### config.mk
export PLATFORM = sky130hd
export DESIGN_NAME = tirq_unit
export DESIGN_NICKNAME = d
export VERILOG_FILES = /design/src/rtl/tirq_pkg.sv /design/src/rtl/tirq_bus_decode.sv /design/src/rtl/tirq_flag_cell.sv /design/src/rtl/tirq_read_mux.sv /design/src/rtl/tirq_unit.sv
export SDC_FILE = /design/constraint.sdc
export NUM_CORES = 1
export LEC_CHECK = 0
export ABC_CLOCK_PERIOD_IN_PS = 800
export BUFFER_PORTS_ARGS = -buffer_cell sky130_fd_sc_hd__buf_2
export CORE_AREA = 2 2 39 41
export CTS_BUF_LIST = sky130_fd_sc_hd__clkbuf_8
export CTS_CLUSTER_SIZE = 28
export DETAILED_ROUTE_END_ITERATION = 8
export DIE_AREA = 0 0 41 43
export GPL_TIMING_DRIVEN = 0
export MAX_ROUTING_LAYER = met4
export PLACE_DENSITY = 0.73
export SLEW_MARGIN = 20
export SYNTH_ARGS = -nofsm -noshare
export SYNTH_HDL_FRONTEND = slang
export SYNTH_SLANG_ARGS = --single-unit
### constraint.sdc
create_clock -name clk -period 0.8 [get_ports clk]
set_input_delay 0.08 -clock clk [delete_from_list [all_inputs] [get_ports clk]]
set_output_delay 0.08 -clock clk [all_outputs]
set_load 0.01 [all_outputs]
### src/rtl/tirq_pkg.sv
package tirq_pkg;

    localparam int NUM_SRC = 3;

    typedef enum logic [1:0] {
        SRC_OVF  = 2'd0,
        SRC_CMPA = 2'd1,
        SRC_CMPB = 2'd2
    } src_e;

    typedef logic [NUM_SRC-1:0] src_vec_t;

    typedef struct packed {
        logic     en_wr;
        src_vec_t en_data;
        src_vec_t flag_clr;
        logic     sel_en;
        logic     sel_flag;
    } bus_op_t;

    function automatic logic flag_next(input logic cur, input logic set,
                                       input logic clr);
        if (set)
            return 1'b1;
        else if (clr)
            return 1'b0;
        return cur;
    endfunction

endpackage

### src/rtl/tirq_bus_decode.sv
module tirq_bus_decode
    import tirq_pkg::*;
#(
    parameter int ADDR_W      = 2,
    parameter int REG_W       = 8,
    parameter int ENABLE_ADDR = 0,
    parameter int FLAG_ADDR   = 1
) (
    input  logic [ADDR_W-1:0] bus_addr,
    input  logic              bus_we,
    input  logic [REG_W-1:0]  bus_wdata,
    output bus_op_t           op
);
    localparam int RSVD_W = REG_W - NUM_SRC;

    logic hit_en;
    logic hit_flag;
    logic unused_rsvd;

    assign hit_en      = (bus_addr == ADDR_W'(ENABLE_ADDR));
    assign hit_flag    = (bus_addr == ADDR_W'(FLAG_ADDR));
    assign unused_rsvd = ^bus_wdata[REG_W-1 -: RSVD_W];

    always_comb begin
        op          = '0;
        op.sel_en   = hit_en;
        op.sel_flag = hit_flag;
        op.en_wr    = bus_we && hit_en;
        op.en_data  = bus_wdata[NUM_SRC-1:0];
        op.flag_clr = (bus_we && hit_flag) ? bus_wdata[NUM_SRC-1:0] : '0;
    end
endmodule

### src/rtl/tirq_flag_cell.sv
module tirq_flag_cell
    import tirq_pkg::*;
(
    input  logic clk,
    input  logic rst,
    input  logic set_i,
    input  logic sw_clr_i,
    input  logic ack_clr_i,
    output logic q
);
    always_ff @(posedge clk) begin
        if (rst)
            q <= 1'b0;
        else
            q <= flag_next(q, set_i, sw_clr_i | ack_clr_i);
    end
endmodule

### src/rtl/tirq_read_mux.sv
module tirq_read_mux
    import tirq_pkg::*;
#(
    parameter int REG_W = 8
) (
    input  logic             sel_en,
    input  logic             sel_flag,
    input  src_vec_t         en_q,
    input  src_vec_t         flag_q,
    output logic [REG_W-1:0] rdata
);
    localparam int RSVD_W = REG_W - NUM_SRC;

    src_vec_t low;

    always_comb begin
        if (sel_en)
            low = en_q;
        else if (sel_flag)
            low = flag_q;
        else
            low = '0;
    end

    assign rdata = {{RSVD_W{1'b0}}, low};
endmodule

### src/rtl/tirq_unit.sv
module tirq_unit
    import tirq_pkg::*;
#(
    parameter int ADDR_W      = 2,
    parameter int REG_W       = 8,
    parameter int ENABLE_ADDR = 0,
    parameter int FLAG_ADDR   = 1
) (
    input  logic               clk,
    input  logic               rst,
    input  logic [ADDR_W-1:0]  bus_addr,
    input  logic               bus_we,
    input  logic [REG_W-1:0]   bus_wdata,
    output logic [REG_W-1:0]   bus_rdata,
    input  logic [NUM_SRC-1:0] evt_pulse,
    input  logic               glb_ie,
    input  logic [NUM_SRC-1:0] vec_ack,
    output logic [NUM_SRC-1:0] irq_req
);
    bus_op_t  op;
    src_vec_t en_q;
    src_vec_t flag_q;

    tirq_bus_decode #(
        .ADDR_W(ADDR_W), .REG_W(REG_W),
        .ENABLE_ADDR(ENABLE_ADDR), .FLAG_ADDR(FLAG_ADDR)
    ) u_dec (
        .bus_addr (bus_addr),
        .bus_we   (bus_we),
        .bus_wdata(bus_wdata),
        .op       (op)
    );

    always_ff @(posedge clk) begin
        if (rst)
            en_q <= '0;
        else if (op.en_wr)
            en_q <= op.en_data;
    end

    for (genvar s = 0; s < NUM_SRC; s++) begin : g_src
        tirq_flag_cell u_flag (
            .clk      (clk),
            .rst      (rst),
            .set_i    (evt_pulse[s]),
            .sw_clr_i (op.flag_clr[s]),
            .ack_clr_i(vec_ack[s]),
            .q        (flag_q[s])
        );
        assign irq_req[s] = glb_ie & en_q[s] & flag_q[s];
    end

    tirq_read_mux #(.REG_W(REG_W)) u_rd (
        .sel_en  (op.sel_en),
        .sel_flag(op.sel_flag),
        .en_q    (en_q),
        .flag_q  (flag_q),
        .rdata   (bus_rdata)
    );
endmodule

### Word level (Yosys, flattened, before mapping)

Cells that the tools add are included.

* output and inout port bits: 11
* logic and storage cells: 35
* bits in registers: 6
* input port bits: 20

* muxes and demuxes: 18
* equality and inequality tests: 1
* bitwise operators: 9
* reductions and logical operators: 3

Operator list (number)
* 1-bit two-way mux: 15
* 3-bit two-way mux: 3
* 1-bit AND: 6
* 1-bit OR: 3
* 2-bit by 1-bit equality test with 1-bit output, second input constant: 1
* 1-bit logical AND: 2
* 2-bit zero test: 1

### Depth between registers and ports, before layout

Gate-level depths: netlist of run 1.

* word-level depth: 7
* mapped depth: 3
* gate-level depth less buffers: 2

### Modules after synthesis

From an unflattened synthesis of run 1, not the netlist that was laid out.

* cell total of the unflattened synthesis: 50
* area total of the unflattened synthesis: 396.6 um2

Modules (own cells, without submodules)
* tirq_unit: times used 1, cells an instance 12, area each 120.1 um2, seq. area each 60.1 um2
* tirq_flag_cell: times used 3, cells an instance 4, area each 37.5 um2, seq. area each 20.0 um2
* tirq_bus_decode: times used 1, cells an instance 11, area each 85.1 um2, seq. area each 0.0 um2
* tirq_read_mux: times used 1, cells an instance 15, area each 78.8 um2, seq. area each 0.0 um2

### Worst setup path after synthesis of run 1

Ideal clock, no wire load.

* path type: input -> register
* from: in bus_addr[0]
* to: reg g_src[0].u_flag.q
* path buffers: 1
* arrival time: 0.651 ns
* data required time: 0.705 ns
* setup time: 0.095 ns
* path slack: 0.054 ns
* cell stages on the path: 3
* path through: clkbuf_2 > and3b_1 > a221oi_1

* cells in the longest elaborated chain, start to end: 7

RTL lines
* from (decl): RTL line tirq_unit.sv:11 `input logic [ADDR_W-1:0] bus_addr,`
* 2-bit by 1-bit equality test with 1-bit output: RTL line tirq_bus_decode.sv:21 `assign hit_flag = (bus_addr == ADDR_W'(FLAG_ADDR));`
* 1-bit logical AND: RTL line tirq_bus_decode.sv:30 `op.flag_clr = (bus_we && hit_flag) ? bus_wdata[NUM_SRC-1:0] : '0;`
* 3-bit two-way mux: RTL line tirq_bus_decode.sv:30
* 1-bit OR: RTL line tirq_flag_cell.sv:15 `q <= flag_next(q, set_i, sw_clr_i | ack_clr_i);`
* 1-bit two-way mux: RTL line tirq_pkg.sv:25 `else if (clr)`
* 1-bit two-way mux: RTL line tirq_pkg.sv:23 `if (set)`
* 1-bit two-way mux: RTL line tirq_flag_cell.sv:12 `if (rst)`
* to (signal assigned): RTL line tirq_flag_cell.sv:15
* to (decl): RTL line tirq_flag_cell.sv:9 `output logic q`

Every way passes these cells. The select of a mux whose other input is x is not followed.
A chain may end at the register's enable or synchronous reset.

### Worst setup path in the final report of run 1

* from: reg g_src[0].u_flag.q
* to: out bus_rdata[0]

* cells in the longest elaborated chain, start to end: 2

RTL lines
* 3-bit two-way mux: RTL line tirq_read_mux.sv:19 `else if (sel_flag)`
* 3-bit two-way mux: RTL line tirq_read_mux.sv:17 `if (sel_en)`
* to (decl): RTL line tirq_unit.sv:14 `output logic [REG_W-1:0] bus_rdata,`

Every way passes these cells.

==> flow_summary.json, run 1 <==
{
  "status": "complete, but fails checks",
  "failed_checks": "negative setup slack",
  "fillers": 143,
  "first_pass_iters": 4,
  "grt_max_degree": 10,
  "htreeDepth": 1,
  "clk_latency_ns": 0.22,
  "crit_type": "reg2out",
  "die_y_um": 43,
  "period_minus_slack_ns": 0.937,
  "core_area_um2": 1380,
  "portBuffers": 19,
  "critPathLaunchType": "register",
  "dr_total_vias": 382,
  "cp.required_ns": 0.72,
  "p_leak_uw": 0.000318,
  "synth_cell_types": 13,
  "timing.final.ws_setup_ns": -0.137,
  "hold_path.class": "in2reg",
  "grt.overflow.total": 0,
  "critPathMaxFanout": 3,
  "ys_warn_count": 0,
  "final_cell_mix": "buf_2 (17), nand2b_1 (9), mux2i_1 (6), buf_4 (6), dfxtp_2 (6)",
  "final_layout_size_suffix_gt1_share_pct": 56.9,
  "drc": 0,
  "cts_num_sinks": 6,
  "start_util_pct": 28.7,
  "final-setup-viol-count": 6,
  "die_x_um": 41,
  "clock.fmax_mhz": 1070,
  "ys_ff_latch": 6,
  "p_int_uw": 733,
  "dpl_cell_area_um2": 527,
  "path_clk_slew_ns": 0.04,
  "wl_per_cell_um": 10.0,
  "pwr-share-clk_pct": 47.0,
  "p_sw_uw": 205,
  "ant_nets": 0,
  "min_period_over_period_pct": 117,
  "yosysSeqAreaShare_pct": 30.3,
  "syn_area_um2": 397,
  "cts-root-buf": "clkbuf_8",
  "max-cap-violations": 0,
  "seqPwrFrac_pct": 35.3,
  "routed_via_density": 4.34,
  "nets": 94,
  "fin_skew_ns": 0,
  "crit_path_end_kind": "primary output",
  "rows": 14,
  "n_antenna_cell": 0,
  "ios": 31,
  "clock_path_buffers": 2,
  "design_area_um2": 624,
  "p_comb_share_pct": 17.7,
  "cts_tree": "done",
  "power.density_nw_per_um2": 1500,
  "setup_tns_ns": -0.693,
  "drv_slew": 0,
  "antenna_found_initial": 0,
  "fp.dieArea_um2": 1760,
  "critPathArrivalTime_ns": 0.86,
  "peakVddDrop_v": 0.000578,
  "grt_pass1_wl_um": 1320,
  "area_growth_pct": 57.4,
  "gp_congestion": 0.717,
  "grt_use_total_pct": 11.9,
  "grt_pass1_vias": 368,
  "synth_cells": 45,
  "hold_viol": 0,
  "wirelength_um": 880,
  "swShare_pct": 21.9,
  "cts_buffers": 3,
  "avgSynthCellArea_um2": 8.81,
  "first_iter_violations": 6,
  "rsz0062_at_grt": "true",
  "layout_commonest_cell": "buf_2"
}
-- cell type report --
class / count / area [µm²] / share of cell area [%]
multi-input cells: 34 / 267 / 42.7
flip-flops and latches: 6 / 128 / 20.4
plain buffers: 6 / 42.5 / 6.81
well taps: 16 / 20.0 / 3.21
repair buffers: 20 / 115 / 18.4
inverters: 3 / 11.3 / 1.80
clock buffers: 3 / 41.3 / 6.61
-- per-stage QoR --
stage	setup WS [ns]	power [µW]	hold WS (ns)	utilization, %	std cells
finish	-0.137	938	0.122	45.1	88
global route	-0.196	983	0.139	45.1	88
CTS	-0.127	933	0.118	41.6	87
detailed placement	-0.0474	483	0.356	38.1	84
global placement	-0.0124	478	0.348	38.1	84
floorplan	0.0541	422	0.159	-	49
-- power by group through the flow --
stage / Combinational [µW] / Clock, µW / Sequential [µW]
6_report: 166 / 441 / 331
5_1_grt: 187 / 462 / 334
4_1_cts: 152 / 451 / 331
3_5_place_dp: 151 / 0 / 332
3_3_place_gp: 147 / 0 / 331
2_1_floorplan: 93.6 / 0 / 329
-- routing by layer --
| layer | vias to the layer above | global-route usage (%) | part of all wire [%] |
|---|---|---|---|
| li1 | 196 | - | - |
| met1 | 169 | 9.94 | 35 |
| met2 | 15 | 20.0 | 53 |
| met3 | 2 | 4.71 | 9.8 |
| met4 | 0 | 8.00 | 1.6 |
| met5 | - | - | 0 |
-- sequential cells by signal (all words and copies together) (netlist names) --
signal / cells
en_q: 3
g_src.u_flag.q: 3
-- final timing paths --
check,startpoint,end,slack [ns],cells past startpoint
max,g_src[0].u_flag.q$_SDFFE_PP0P_,bus_rdata[0],-0.14,3
min,evt_pulse[2],g_src[2].u_flag.q$_SDFFE_PP0P_,0.12,3
max reg2reg,g_src[0].u_flag.q$_SDFFE_PP0P_,g_src[0].u_flag.q$_SDFFE_PP0P_,0.07,2
min reg2reg,en_q[2]$_SDFFE_PP0P_,en_q[2]$_SDFFE_PP0P_,0.48,2
-- synth_stat cells --
master	count	area, µm²
nand2b_1	9	56.3
dfxtp_1	6	120
mux2i_1	6	60.1
buf_4	5	37.5
a221oi_1	3	26.3
and3_1	3	18.8
inv_1	3	11.3
nor2_1	3	11.3
nor2b_1	3	18.8
and3b_1	1	8.76
clkbuf_2	1	5.00
conb_1	1	3.75
nor3b_4	1	18.8
-- critical path, stage by stage, from the launching register on --
cell and delay (ns):
dfxtp_2 0.32, mux2i_1 0.14, nor2_1 0.06, buf_2 0.13
-- repair_timing --
action,CTS,global route
gates resized for setup,6,7
setup endpoints to repair,6,9
buffers inserted,0,1
gates cloned,0,0
hold buffers,0,0
pin swaps,1,3
endpoints found under the hold margin,0,0
-- cell families (layout without fill, tap and decap cells) --
logic type	Yosys count	after routing	synth area share [%]
and+or+nand+nor	20	20	33.4
buffers and inverters	9	32	13.6
muxes	6	6	15.1
DFF	6	6	30.3
AOI/OAI and AO/OA	3	3	6.63
other	1	5	0.945
No activity file was read; power rests on OpenSTA's default activity.
==> inputs of run 2 (changes only) <==
--- a/config.mk
+++ b/config.mk
@@ -18,4 +18,5 @@
 export SLEW_MARGIN = 20
 export SYNTH_ARGS = -nofsm -noshare
 export SYNTH_HDL_FRONTEND = slang
+export SYNTH_HIERARCHICAL = 1
 export SYNTH_SLANG_ARGS = --single-unit
==> run 2 against run 1 <==
Against the previous run: the run still ends with negative setup slack left; fmax rose by 0.82%; die area unchanged; sequential share of layout area is 0.42 points higher; critical path depth unchanged; routed wire length grew 1.8%; largest power group unchanged.
==> flow_summary.json, run 2 <==
{
  "power.density_nw_per_um2": 1540,
  "hold_path.class": "in2reg",
  "syn_area_um2": 397,
  "fin_util_pct": 44.2,
  "cp.required_ns": 0.72,
  "fp.dieArea_um2": 1760,
  "clock_path_buffers": 2,
  "drv_slew": 0,
  "final-setup-viol-count": 9,
  "cts_tree": "done",
  "reg_top3": "en_q x3, g_src.u_flag/q x3",
  "cts-root-buf": "clkbuf_8",
  "rsz0062_at_grt": "true",
  "synth_top_area_share_pct": 30.3,
  "grt_pass1_wl_um": 1330,
  "period_minus_slack_ns": 0.930,
  "critPathMaxFanout": 3,
  "synth_top_flop_cell": "dfxtp_1",
  "die_y_um": 43,
  "final_layout_size_suffix_gt1_share_pct": 55.8,
  "dr_total_vias": 404,
  "layout_commonest_cell": "buf_2",
  "synth_most_common_cell": "buf_4",
  "cts_buffers": 3,
  "critPathArrivalTime_ns": 0.85,
  "synth_cells": 50,
  "yosysSeqAreaShare_pct": 30.3,
  "critPathLaunchType": "register",
  "ant_nets": 0,
  "die_x_um": 41,
  "routed_via_density": 4.34,
  "grt.overflow.total": 0,
  "rows": 14,
  "final_cell_mix": "buf_2 (18), buf_4 (10), dfxtp_2 (6), nand2_1 (6), conb_1 (5)",
  "post-cts-setup-buffers": 0,
  "clock.fmax_mhz": 1080,
  "wirelength_um": 896,
  "htreeDepth": 1,
  "peakVddDrop_v": 0.000905,
  "cp_top_family": "flip-flops",
  "core_area_um2": 1380,
  "ys_warn_count": 6,
  "start_util_pct": 28.7,
  "grt_pass1_vias": 352,
  "synth_edf_count": 0,
  "synth_commonest_cells": "buf_4 (10), dfxtp_1 (6), nand2_1 (6)",
  "status": "complete, but fails checks",
  "synth_top_cell_by_area": "dfxtp_1",
  "grt_use_total_pct": 11.6,
  "fin_skew_ns": 0,
  "cts_num_sinks": 6,
  "clk_latency_ns": 0.22,
  "min_period_over_period_pct": 116,
  "timing.final.ws_setup_ns": -0.130,
  "crit_path_end_kind": "primary output",
  "synth_cell_types": 14,
  "place_ws_ns": -0.158,
  "path_cells": "nand2_1 -> o21ai_1 -> buf_2",
  "wl_per_cell_um": 9.63,
  "synthArstFlopShare_pct": 0,
  "failed_checks": "negative setup slack",
  "crit_type": "reg2out",
  "first_pass_iters": 4,
  "worst_path_max_delay_cell": "dfxtp_2",
  "cp_num_buf_inv": 1,
  "synth.area.top_cells": "dfxtp_1 (30%), buf_4 (19%), and4b_1 (7.6%)",
  "ios": 31,
  "place_hpwl_um": 736,
  "drc": 0,
  "grt_max_degree": 7,
  "nets": 99,
  "first_iter_violations": 1,
  "hold_viol": 0,
  "gp_congestion": 0.792,
  "max-cap-violations": 0,
  "ys_ff_latch": 6,
  "cts_hold_buf": 0,
  "portBuffers": 20,
  "area_growth_pct": 54.3,
  "cp_slowest_stage_delay_ns": 0.33,
  "p_leak_uw": 0.000319,
  "path_clk_slew_ns": 0.03,
  "avgSynthCellArea_um2": 7.93,
  "n_antenna_cell": 0,
  "antenna_found_initial": 0,
  "setup_tns_ns": -0.849
}
[run 2: power breakdown]
part / switching (µW) / internal, µW
Combinational: 69.8 / 87.6
Clock: 133 / 323
Sequential: 11.2 / 319
[run 2: worst register-to-register path, delay by kind of cell, from the launching register on]
kind               cells  cell delay (ns)
AOI/OAI and AO/OA      1             0.12
DFF                    1             0.33
and+or+nand+nor        1             0.34
[run 2: metrics by stage]
stage | std cells | hold slack [ns] | total power (µW) | cell area, µm²
detailed placement | 90 | 0.324 | 485 | 541
CTS | 93 | 0.0918 | 943 | 586
global placement | 90 | 0.316 | 480 | 541
finish | 93 | 0.0900 | 944 | 612
floorplan | 54 | 0.142 | 422 | 420
global route | 93 | 0.112 | 982 | 612
[run 2: path summary, 6_finish.rpt]
kind,start,endpoint,slack [ns],cells after the start
min,evt_pulse[0],g_src[0].u_flag/q$_SDFFE_PP0P_,0.09,3
min reg2reg,en_q[2]$_SDFFE_PP0P_,en_q[2]$_SDFFE_PP0P_,0.50,2
max,g_src[0].u_flag/q$_SDFFE_PP0P_,bus_rdata[0],-0.13,3
max reg2reg,g_src[0].u_flag/q$_SDFFE_PP0P_,g_src[0].u_flag/q$_SDFFE_PP0P_,-0.06,2
[run 2: cell type report]
cell class	instances	area, µm²
plain buffers	10	75.1
flip-flops and latches	6	128
well taps	16	20.0
inverters	3	11.3
fillers	156	772
clock buffers	3	41.3
multi-input cells	35	224
repair buffers	20	113
[run 2: cell families (layout without fill, tap and decap cells)]
group / after synthesis / after routing / share of synthesized area [%]
flops: 6 / 6 / 30.3
other cells: 1 / 5 / 0.945
buf+inv: 13 / 36 / 21.8
simple gates: 21 / 21 / 31.9
mux: 3 / 3 / 7.57
compound gates: 6 / 6 / 7.57
[run 2: repair_timing]
action                                  in CTS  in global routing
endpoints found under the setup margin       9                  9
pin swaps                                    5                  2
hold endpoints to repair                     0                  0
gates resized for setup                      3                  7
[run 2: per-layer routing]
layer,routed length (µm),up-vias,track usage (%)
li1,-,209,-
met1,359,175,11.6
met2,436,18,19.4
met3,81,2,3.14
met4,19,0,6.00
met5,0,-,-
==> inputs of run 3 (changes only) <==
--- a/config.mk
+++ b/config.mk
@@ -15,6 +15,7 @@
 export GPL_TIMING_DRIVEN = 0
 export MAX_ROUTING_LAYER = met4
 export PLACE_DENSITY = 0.73
+export RECOVER_POWER = 100
 export SLEW_MARGIN = 20
 export SYNTH_ARGS = -nofsm -noshare
 export SYNTH_HDL_FRONTEND = slang
==> run 3 against run 2 <==
Against the previous run: the flow still finishes with violations (negative setup slack); register-to-register slack is essentially flat; core utilization is the same; clock skew is the same; clock-buffer cell count is the same; fmax is the same; hold slack is the same; worst setup slack is the same; combinational power is essentially flat; sequential power is essentially flat; sequential share of layout area is the same; routed wire length grew 0.11%; total power is essentially flat; highest routed layer unchanged.
==> flow_summary.json, run 3 (same netlist as run 2, synthesis figures left out) <==
{
  "status": "complete, but fails checks",
  "failed_checks": "negative setup slack",
  "clock.fmax_mhz": 1080,
  "worstHoldEndpoint": "g_src[0].u_flag/q$_SDFFE_PP0P_",
  "cts-root-buf": "clkbuf_8",
  "max-cap-violations": 0,
  "place_ws_ns": -0.158,
  "ios": 31,
  "first_pass_iters": 4,
  "path_clk_slew_ns": 0.03,
  "first_iter_violations": 1,
  "grt_max_degree": 7,
  "grt.overflow.total": 0,
  "cp.required_ns": 0.72,
  "nets": 99,
  "crit_type": "reg2out",
  "grt_pass1_vias": 352,
  "drv_slew": 0,
  "place_hpwl_um": 736,
  "fin_skew_ns": 0,
  "start_util_pct": 28.7,
  "final_cell_mix": "buf_2 (17), buf_4 (10), dfxtp_2 (6), nand2_1 (6), conb_1 (5)",
  "cts_tree": "done",
  "wl_met2_um": 436,
  "core_area_um2": 1380,
  "critPathLaunchType": "register",
  "fp.dieArea_um2": 1760,
  "power.density_nw_per_um2": 1540,
  "hold_viol": 0,
  "routed_via_density": 4.34,
  "dr_total_vias": 404,
  "cts_hold_buf": 0,
  "fin_hold_ws_ns": 0.0900,
  "period_minus_slack_ns": 0.930,
  "peakVddDrop_v": 0.000905,
  "antenna_found_initial": 0,
  "grt_pass1_wl_um": 1330,
  "die_x_um": 41,
  "wl_per_cell_um": 9.65,
  "top_layer_used": "met4",
  "critPathMaxFanout": 3,
  "hold_path.class": "in2reg",
  "gp_congestion": 0.792,
  "final-setup-viol-count": 9,
  "layout_commonest_cell": "buf_2",
  "rows": 14,
  "ff2ff_setup_slack_ns": -0.06,
  "worstReg2RegEnd": "g_src[0].u_flag/q$_SDFFE_PP0P_",
  "clk_latency_ns": 0.22,
  "portBuffers": 20,
  "timing.final.ws_setup_ns": -0.130,
  "whs_path_depth": 3,
  "met1_length_um": 359,
  "reg_top3": "en_q x3, g_src.u_flag/q x3",
  "die_y_um": 43,
  "cts_buffers": 3,
  "area_growth_pct": 54.3,
  "critPathArrivalTime_ns": 0.85,
  "r2r-start": "g_src[0].u_flag/q$_SDFFE_PP0P_",
  "final_layout_size_suffix_gt1_share_pct": 55.8,
  "wl_met3_um": 81,
  "r2r_cells": 2,
  "grt_use_total_pct": 11.6,
  "ant_nets": 0,
  "min_period_over_period_pct": 116,
  "p_leak_uw": 0.000320,
  "post-cts-setup-buffers": 0,
  "drc": 0,
  "cts_num_sinks": 6,
  "clock_path_buffers": 2,
  "n_antenna_cell": 0,
  "wirelength_um": 897,
  "hold_start": "evt_pulse[0]",
  "rsz0062_at_grt": "true",
  "fillers": 156,
  "htreeDepth": 1,
  "crit_path_end_kind": "primary output"
}
==> run 3: cell types whose count changed in the layout (fill, tap and decap cells not counted), sizes merged <==
cell    before  now
buf         30   29
clkbuf       3    4
==> run 3: worst max-delay path, stage by stage, from the launching register on <==
cell and delay, ns:
dfxtp_2 0.33, nand2_1 0.05, o21ai_1 0.11, buf_2 0.14
==> run 3: final cells by class <==
type	count	area [µm²]	area share, %
Sequential cell	6	128	20.9
Buffer	10	75.1	12.3
Inverter	3	11.3	1.84
Clock buffer	3	41.3	6.75
Timing Repair Buffer	20	113	18.4
Tap cell	16	20.0	3.27
Multi-Input combinational cell	35	224	36.6
==> run 3: timing repair <==
item                                    in CTS  in global routing
endpoints found under the hold margin        0                  0
gates cloned                                 0                  0
pin swaps                                    5                  2
resized for setup                            3                  7
endpoints found under the setup margin       9                  9
==> run 3: power breakdown <==
part           switching [µW]  leakage [µW]  internal, µW
Sequential               11.2     0.0000515           319
Combinational            69.8      0.000246          87.5
Clock                     133     0.0000216           323
==> run 3: routing by layer <==
layer  GRT usage, %  vias up
met2           19.4       18
met3           3.14        2
met5              -        -
met4           6.00        0
met1           11.6      175
li1               -      209
==> run 3: how the worst max path moves through the flow <==
stage	startpoint	to	slack, ns
after floorplan	g_src[0].u_flag/q$_SDFFE_PP0P_	g_src[0].u_flag/q$_SDFFE_PP0P_	-0.01
after global placement	bus_addr[1]	g_src[0].u_flag/q$_SDFFE_PP0P_	-0.14
after detailed placement	bus_addr[1]	g_src[2].u_flag/q$_SDFFE_PP0P_	-0.16
after CTS	g_src[0].u_flag/q$_SDFFE_PP0P_	bus_rdata[0]	-0.13
after global routing	g_src[2].u_flag/q$_SDFFE_PP0P_	bus_rdata[2]	-0.18
final	g_src[0].u_flag/q$_SDFFE_PP0P_	bus_rdata[0]	-0.13
==> run 3: metrics by stage <==
stage	util (%)	instance area (µm²)	cells	setup TNS, ns	power [µW]
finish	44.2	612	93	-0.849	944
global route	44.2	612	93	-1.23	982
CTS	42.3	586	93	-0.878	943
detailed placement	39.1	541	90	-0.913	485
global placement	39.1	541	90	-0.806	480
floorplan	-	420	54	-0.0349	422
